`src/rtl/beacon_acq.sv`:
```
module beacon_acq #(
  parameter int SEQ_LEN  = 79,
  parameter int NUM_SEQ  = 20,
  parameter int INT_REPS = 3,
  parameter int CORR_W   = 8,
  parameter int SIG_LEN  = 5,
  parameter logic [SIG_LEN-1:0] SIG = 5'b11001,
  localparam int ACC_W = CORR_W + $clog2(SEQ_LEN*INT_REPS) + 1,
  localparam int IDX_W = $clog2(NUM_SEQ+1),
  localparam int PC_W  = $clog2(SEQ_LEN),
  localparam int RC_W  = (INT_REPS > 1) ? $clog2(INT_REPS) : 1
) (
  input  logic                    clk,
  input  logic                    rst_n,
  input  logic                    start,
  input  logic                    corr_valid,
  input  logic signed [CORR_W-1:0] corr,
  input  logic signed [ACC_W-1:0]  thresh,
  output logic [IDX_W-1:0]        seq_idx,
  output logic                    detected,
  output logic                    eop_strobe
);
  typedef enum logic [1:0] {S_IDLE, S_SRCH, S_ALGN} st_t;

  st_t                     state;
  logic [PC_W-1:0]         pc;
  logic [RC_W-1:0]         rc;
  logic signed [ACC_W-1:0] acc;
  logic [SIG_LEN-1:0]      sgn;

  wire pc_last = (pc == PC_W'(SEQ_LEN-1));
  wire rc_last = (rc == RC_W'(INT_REPS-1));
  wire signed [ACC_W-1:0] sum_next = acc + {{(ACC_W-CORR_W){corr[CORR_W-1]}}, corr};
  wire hit = (sum_next >= thresh);
  wire [SIG_LEN-1:0] sgn_next = {sgn[SIG_LEN-2:0], ~sum_next[ACC_W-1]};

  assign detected = (state == S_ALGN);

  always_ff @(posedge clk) begin
    if (!rst_n) begin
      state      <= S_IDLE;
      seq_idx    <= IDX_W'(1);
      pc         <= '0;
      rc         <= '0;
      acc        <= '0;
      sgn        <= '0;
      eop_strobe <= 1'b0;
    end else begin
      eop_strobe <= 1'b0;
      case (state)
        S_IDLE: if (start) begin
          state   <= S_SRCH;
          seq_idx <= IDX_W'(1);
          pc      <= '0;
          rc      <= '0;
          acc     <= '0;
        end
        S_SRCH: if (corr_valid) begin
          pc <= pc_last ? '0 : pc + 1'b1;
          if (pc_last && rc_last) begin
            acc <= '0;
            rc  <= '0;
            if (hit) begin
              state <= S_ALGN;
              sgn   <= '0;
            end else begin
              seq_idx <= (seq_idx == IDX_W'(NUM_SEQ)) ? IDX_W'(1) : seq_idx + 1'b1;
            end
          end else begin
            acc <= sum_next;
            if (pc_last) rc <= rc + 1'b1;
          end
        end
        S_ALGN: if (corr_valid) begin
          pc <= pc_last ? '0 : pc + 1'b1;
          if (pc_last) begin
            acc <= '0;
            sgn <= sgn_next;
            if (sgn_next == SIG) begin
              eop_strobe <= 1'b1;
              state      <= S_IDLE;
            end
          end else begin
            acc <= sum_next;
          end
        end
        default: state <= S_IDLE;
      endcase
    end
  end
endmodule


```
`config.mk`:
```
export PLATFORM = sky130hd
export DESIGN_NAME = beacon_acq
export DESIGN_NICKNAME = d
export VERILOG_FILES = /design/src/rtl/beacon_acq.sv
export SDC_FILE = /design/constraint.sdc
export NUM_CORES = 1
export LEC_CHECK = 0
export BUFFER_PORTS_ARGS = -buffer_cell sky130_fd_sc_hd__buf_2
export CAP_MARGIN = 20
export CORE_ASPECT_RATIO = 0.5
export CORE_MARGIN = 2
export CORE_UTILIZATION = 41
export DETAILED_ROUTE_END_ITERATION = 12
export PLACE_DENSITY_LB_ADDON = 0.15
export SYNTH_ARGS = -nofsm -noshare
export SYNTH_HDL_FRONTEND = slang
export SYNTH_SLANG_ARGS = --single-unit
```
`constraint.sdc`:
```
create_clock -name clk -period 7.71 [get_ports clk]
set_input_delay 1.542 -clock clk [delete_from_list [all_inputs] [get_ports clk]]
set_output_delay 1.542 -clock clk [all_outputs]
set_load 0.05 [all_outputs]
```
== Word level (Yosys, flattened, before mapping) ==
Index checks and enable logic that the tools add are counted.
Storage, ports and cells
  bits in registers: 38
  input port bits: 29
  output and inout port bits: 7
  word-level logic and storage cells: 79
Cells by class
  add/subtract/negate cells: 4
  order comparisons: 1
  equal/unequal tests: 16
  multiplexer cells: 36
  bitwise operators: 1
  reduce and logical (&&, ||, !) cells: 14
Operators by type and width (count)
  $mux 17: 5
  $pmux 17 s3: 1
  $mux 5: 5
  $mux 2: 11
  $mux 7: 3
  $mux 4: 5
  $add 17x17->17: 1
  $ge 17x17->1: 1
  $pmux 7 s2: 1
  $ne 2x2->1 const B: 6
  $reduce_and 4->1: 3
  $eq 5x5->1 const B: 2
  $pmux 5 s2: 1
  $pmux 4 s2: 1
  $add 7x1->7 const B: 1
  $eq 7x7->1 const B: 1
  $reduce_and 7->1: 1
  $ne 2x1->1 const B: 3
  $pmux 2 s3: 1
  $reduce_and 6->1: 1
  $reduce_bool 2->1: 3
  $add 5x1->5 const B: 1
  $reduce_and 5->1: 1
  $eq 2x2->1 const B: 2
  11 further kinds: 11

== Logic depth before layout (Yosys ltp) ==
Gate-level depths: netlist of run 1.
  word-level depth: 7
  gate-level depth with buffers: 18
  mapped depth without buffers: 17

== Worst setup path before layout of run 1 ==
No wires, ideal clock.
  path type: input port to flip-flop
  start point: in corr[3]
  end point: reg seq_idx[4]
  library setup time: 70 ps
  data arrival time: 5389 ps
  required time: 7640 ps
  setup slack: 2251 ps
  stages: 16
  path buffers: 0
  cells stage by stage: ha_1 > and2_1 > a221oi_1 > a21oi_1 > o211a_1 > o211a_1 > or3_1 > and2_1 > ha_1 > nand4_1 > a31oi_1 > o31a_1 > o31ai_4 > a31oi_4 > or4_1 > a21boi_1
On the way
  longest elaborated chain between the ends: 4
RTL lines
  start, declared: line 17  | input logic signed [CORR_W-1:0] corr,
  $add 17x17->17: line 33  | wire signed [ACC_W-1:0] sum_next = acc + {{(ACC_W-CORR_W){corr[CORR_W-1]}}, corr};
  $ge 17x17->1: line 34  | wire hit = (sum_next >= thresh);
  $ne 2x2->1 (no line)
  $reduce_and 5->1 (no line)
  end signal, assigned: line 67  | seq_idx <= (seq_idx == IDX_W'(NUM_SEQ)) ? IDX_W'(1) : seq_idx + 1'b1;
  end, declared: line 19  | output logic [IDX_W-1:0] seq_idx,
No other way between the ends.
A chain may end at the register's enable or synchronous reset.

== Worst setup path in the final report of run 1 ==
Same ends and word-level chain as after synthesis.

==> results of run 1 <==
[per-layer routing]
layer | vias to the layer above | share of wire
met5 | - | 0
met4 | 0 | 0.013
met3 | 10 | 0.034
met2 | 45 | 0.46
met1 | 1275 | 0.50
li1 | 1417 | -
[final cells by class]
type,instances,share of cell area
Multi-Input combinational cell,289,0.6102
Sequential cell,38,0.2130
Timing Repair Buffer,36,0.05114
Inverter,36,0.03783
Clock buffer,5,0.03503
Tap cell,96,0.03363
Clock inverter,3,0.01926
[sequential cells by signal (all words and copies together) (netlist names)]
name        flops
acc            17
eop_strobe      1
pc              7
rc              2
seq_idx         5
sgn             4
state           2
[worst register-to-register path, cell delays in order, from the launching register on]
cell,delay [ns]
dfxtp_1,0.32
ha_1,0.33
and2_1,0.20
a221oi_1,0.40
a21oi_1,0.17
o211a_1,0.27
o211a_1,0.23
or3_1,0.33
and2_1,0.17
ha_1,0.32
nand4_1,0.10
a31oi_1,0.08
o31a_1,0.32
o31ai_4,0.42
a31oi_4,0.21
or4_1,0.50
a21boi_1,0.14
[per-stage QoR]
step / hold slack, ns / power [mW] / utilization
2_1_floorplan: 0.4578 / 0.5002 / -
3_3_place_gp: 0.4742 / 0.5711 / 0.4597
3_5_place_dp: 0.4864 / 0.5779 / 0.4597
4_1_cts: 0.4953 / 0.8587 / 0.4860
5_1_grt: 0.5235 / 0.9107 / 0.4860
6_report: 0.4898 / 0.8517 / 0.4860
[cell families (layout without fill, tap and decap cells)]
group,Yosys count,in the layout,synth area share
AND/OR/NAND/NOR,123,123,0.2211
multiplexers,8,8,0.02563
AO/OA/AOI/OAI,102,102,0.2411
buffers and inverters,48,80,0.05887
adder cells (fa/ha/maj),42,42,0.1706
flip-flops,38,38,0.2435
XOR/XNOR,14,14,0.03925
[power breakdown]
part	total [mW]	internal [mW]	switching, mW
clock	0.275	0.186	0.0889
combinational	0.344	0.134	0.210
sequential	0.233	0.215	0.0178
[synthesized netlist by cell type, drive strengths merged, types with 3 or more instances]
cell and number:
a211oi 5, a21boi 6, a21o 9, a21oi 17, a22oi 11, a31oi 3, a32oi 4, and2 11
and3 7, clkbuf 11, dfxtp 38, ha 41, inv 36, mux2i 8, nand2 21, nand3 6
nand4 8, nor2 20, nor2b 22, nor3 8, o211ai 4, o21a 8, o21ai 16, o31ai 3
or3 7, xnor2 5, xor2 9
[worst paths after layout]
check | from | end | slack [ns] | cells after the start
hold reg to reg | acc[1] | acc[1] | 0.49 | 2
setup / recovery | corr[3] | seq_idx[4] | 2.06 | 17
setup reg to reg | acc[3] | seq_idx[4] | 3.12 | 16
hold / removal | acc[1] | acc[1] | 0.49 | 2
==> results.cfg, run 1 <==
[cells_and_area]
finalNonFillerCells = 503
num-nets-final = 477
areaGrowthSynthToFinish_pct = 14.34
layout_common_cells = ha_1 (41), dfxtp_1 (38), inv_1 (36)
regArea_um2 = 760.7
antenna-diode-count = 0
final_common_cell = ha_1
drive_gt1_frac = 0.1327
multi_input_area_um2 = 2180
fill_cells = 743
final_area_um2 = 3572

[critical_path]
critPathKind = in -> reg
required_ns = 7.93
crit_path_max_fanout = 9
cpPeakStageDelay_ns = 0.50
end_kind = flip-flop
crit_chain = buf_2 > ha_1 > and2_1 > a221oi_1 > a21oi_1 > o211a_1 > o211a_1 > or3_1 > and2_1 > ha_1 > nand4_1 > a31oi_1 > o31a_1 > o31ai_4 > a31oi_4 > or4_1 > a21boi_1
cp-start-kind = input port
crit_family = compound AO/OA/AOI/OAI gates
cp.arrival_ns = 5.87
cp_num_buf_inv = 1
cpMaxStageDelayCell = or4_1

[clock_tree]
postCtsHoldBufs = 0
ctsResizeCount = 0
cts_tree = done
post_cts_buffers = 0
cts_root_buffer = clkbuf_16
clkLatencyLatePin_ns = 0.29
cts.sinks = 38
cts_made_buffers = 5
cts.clk_slew.worst_paths_ns = 0.06
clockBufferDepth = 2
htree_levels = 2

[detailed_routing]
vias = 2747
drtAntennaViolNets = 0
route.detailed.drc = 0
drt_iter0_drc = 185
firstDrtPassIters = 4
wl_per_cell_um = 13.91
vias_per_cell = 5.461
finalWirelength_um = 6995

[global_routing]
grtUsageTotal = 0.1757
grtUsageMet2 = 0.3082
grt.busiest_layer = met2
grt_pass1_vias = 2605
grt_overflow = 0
met3_usage = 0.03990
grt_pass1_wl_um = 11670
antenna_found_initial = 0
use_met1 = 0.2173
grt_max_degree = 37

[synthesis]
ys_warn_count = 0
syn_nets = 446
ys_ff_latch = 38
netlist_area_um2 = 3124
synth_area_leaders = dfxtp_1 (24%), ha_1 (16%), nor2b_1 (4.4%)
synth_edf_count = 0
yosysTopAreaCellShare = 0.2435
ys_seq_area_frac = 0.2435
synth_cells = 375
ys_types = 61
synthFlopType = dfxtp_1
async_flop_share = 0
synth_top_area_cell = dfxtp_1
syn_avg_cell_area_um2 = 8.331

[sta]
worst_slew_pin_slew_ns = 0.9689
final_max_slew_viol_count = 0
finalCritPeriodShare = 0.7327
setup-tns-final_ns = 0
rsz0062_at_grt = no
period_minus_slack_ns = 5.649
relSlewSlack = 0.3502
skew_ns = 0.005614
fmax_ghz = 0.1770
setup_viol = 0
finalWorstSetupSlack_ns = 2.061
hold_viol = 0

[die]
start_util = 0.4251
fp.coreArea_um2 = 7350
die_y_um = 65.73
die_w_um = 127.5
rows = 22
num_io_pins = 36
die_area_um2 = 8377

[placed_design]
dp.cells = 495
placed_area_um2 = 3378
place_congestion = 0.8609
dp_slack_ns = 1.807
hpwl_um = 5293
numPortBuffers = 35

[power]
p_leak_nw = 1.662
peakVddDrop_mv = 0.1009
p_per_area_nw_per_um2 = 238.4

[min_path]
min_path_type = reg -> reg

[job]
cap_violations = 0

[status]
run_status = finished clean
(Power assumes the default switching activity.)
==> run 2, diff against run 1 <==
==> constraint.sdc (replaced) <==
create_clock -name clk -period 5.14 [get_ports clk]
set_input_delay 1.028 -clock clk [delete_from_list [all_inputs] [get_ports clk]]
set_output_delay 1.028 -clock clk [all_outputs]
set_load 0.05 [all_outputs]
==> run 2 against run 1 <==
Non-clock buffer count increased by 5. Final area decreased by 0.39%. Count of clock-buffer cells in the layout stayed put. Critical path depth unchanged. Combinational power grew 53%. Sequential power grew 49%. Via count increased by 0.87%. Die area did not move. Worst setup slack lost 1.8 ns.
==> results.cfg, run 2 (synthesis results as in run 1) <==
[min_path]
min_path_type = reg -> reg

[sta]
rsz0062_at_grt = no
hold_viol = 0
fmax_ghz = 0.2068
final_max_slew_viol_count = 0
finalCritPeriodShare = 0.9410
skew_ns = 0.003239
period_minus_slack_ns = 4.837
setup-tns-final_ns = 0
setup_viol = 0
relSlewSlack = 0.3716
worst_slew_pin_slew_ns = 0.9424

[placed_design]
placed_area_um2 = 3420
hpwl_um = 5312
place_congestion = 0.8358
dp.cells = 500
numPortBuffers = 35

[clock_tree]
cts.sinks = 38
cts_made_buffers = 5
cts_root_buffer = clkbuf_16
cts.clk_slew.worst_paths_ns = 0.06
clockBufferDepth = 2
post_cts_buffers = 0
htree_levels = 2
clkLatencyLatePin_ns = 0.28
cts_tree = done

[critical_path]
end_kind = flip-flop
cp.arrival_ns = 5.05
crit_path_max_fanout = 4
cp-start-kind = input port
required_ns = 5.36
critPathKind = in -> reg

[die]
die_y_um = 65.73
die_area_um2 = 8377
fp.coreArea_um2 = 7350
start_util = 0.4251
rows = 22
die_w_um = 127.5
num_io_pins = 36

[detailed_routing]
route.detailed.drc = 0
wl_per_cell_um = 13.88
vias_per_cell = 5.465
finalWirelength_um = 7035
drt_iter0_drc = 162
vias = 2771
firstDrtPassIters = 4
drtAntennaViolNets = 0

[global_routing]
grtUsageMet2 = 0.3155
grt_max_degree = 37
use_met1 = 0.2283
grtUsageTotal = 0.1801
antenna_found_initial = 0
grt_overflow = 0
grt_pass1_wl_um = 12130
grt.busiest_layer = met2
met3_usage = 0.03990
grt_pass1_vias = 2653

[cells_and_area]
fill_cells = 721
final_area_um2 = 3558
areaGrowthSynthToFinish_pct = 13.90
top_regs = acc (17), pc (7), seq_idx (5)
final_common_cell = ha_1
num-nets-final = 482
layout_common_cells = ha_1 (41), dfxtp_1 (38), inv_1 (36)
post-route-util = 0.4842
finalNonFillerCells = 507
largest_register_ffs = 17
antenna-diode-count = 0
drive_gt1_frac = 0.1460
largest-register = acc

[power]
p_per_area_nw_per_um2 = 329.5
p_leak_nw = 1.663
p_total_mw = 1.172
peakVddDrop_mv = 0.1782

[status]
run_status = finished clean

[job]
cap_violations = 0
==> run 2: cell types whose count changed in the layout (fill, tap and decap cells not counted) <==
cell | before | now
buf_4 | 1 | 6
bufinv_16 | 2 | 0
clkinv_2 | 0 | 2
clkinv_4 | 1 | 0
o21ai_1 | 3 | 1
o21ai_2 | 1 | 3
==> run 2: stage by stage <==
stage | setup slack, ns | hold slack [ns]
after floorplan | 0.1951 | 0.4578
after global placement | 0.1309 | 0.4750
after detailed placement | 0.03184 | 0.4948
after CTS | 0.3247 | 0.5029
after global routing | 0.01176 | 0.5211
final | 0.3033 | 0.4968
==> run 2: what timing repair did <==
action,4_1_cts,5_1_grt
hold buffers,0,0
gates resized for setup,0,1
setup endpoints to repair,0,1
==> run 2: worst paths after layout <==
| check | from | to | slack, ns | cells past startpoint |
|---|---|---|---|---|
| hold / removal | acc[1] | acc[1] | 0.50 | 2 |
| hold reg to reg | acc[1] | acc[1] | 0.50 | 2 |
| setup / recovery | corr[4] | seq_idx[4] | 0.30 | 17 |
| setup reg to reg | acc[4] | seq_idx[4] | 0.84 | 16 |
==> run 2: report_power, final <==
| part | switching [mW] | internal [mW] | total, mW |
|---|---|---|---|
| logic | 0.317 | 0.208 | 0.525 |
| registers | 0.0256 | 0.322 | 0.348 |
| clock network | 0.124 | 0.175 | 0.300 |
| total | 0.467 | 0.705 | 1.17 |
==> run 2: final cells by class <==
type	count	area (µm²)	area share
inverters	36	135.1	0.03797
clock inverters	2	10.01	0.002813
flip-flops and latches	38	760.7	0.2138
well taps	96	120.1	0.03376
repair buffers	41	220.2	0.06188
clock buffers	5	125.1	0.03516
multi-input cells	289	2187	0.6146
==> run 2: critical path: stages <==
cell and delay [ns]:
buf_2 0.10, ha_1 0.33, and2_1 0.17, a221oi_1 0.36
a21oi_1 0.16, o211a_1 0.28, o211a_1 0.24, or3_1 0.32
and2_1 0.17, ha_1 0.31, nand4_1 0.10, a31oi_1 0.08
o31a_1 0.32, o31ai_4 0.34, a31oi_4 0.12, or4_1 0.48
a21boi_1 0.14
==> run 2: metal layers <==
metal	up-vias	part of all wire	routed length, µm
met5	-	0	0
met4	0	0.0058	41
met3	6	0.030	212
met2	34	0.46	3258
met1	1303	0.50	3522
li1	1428	-	-
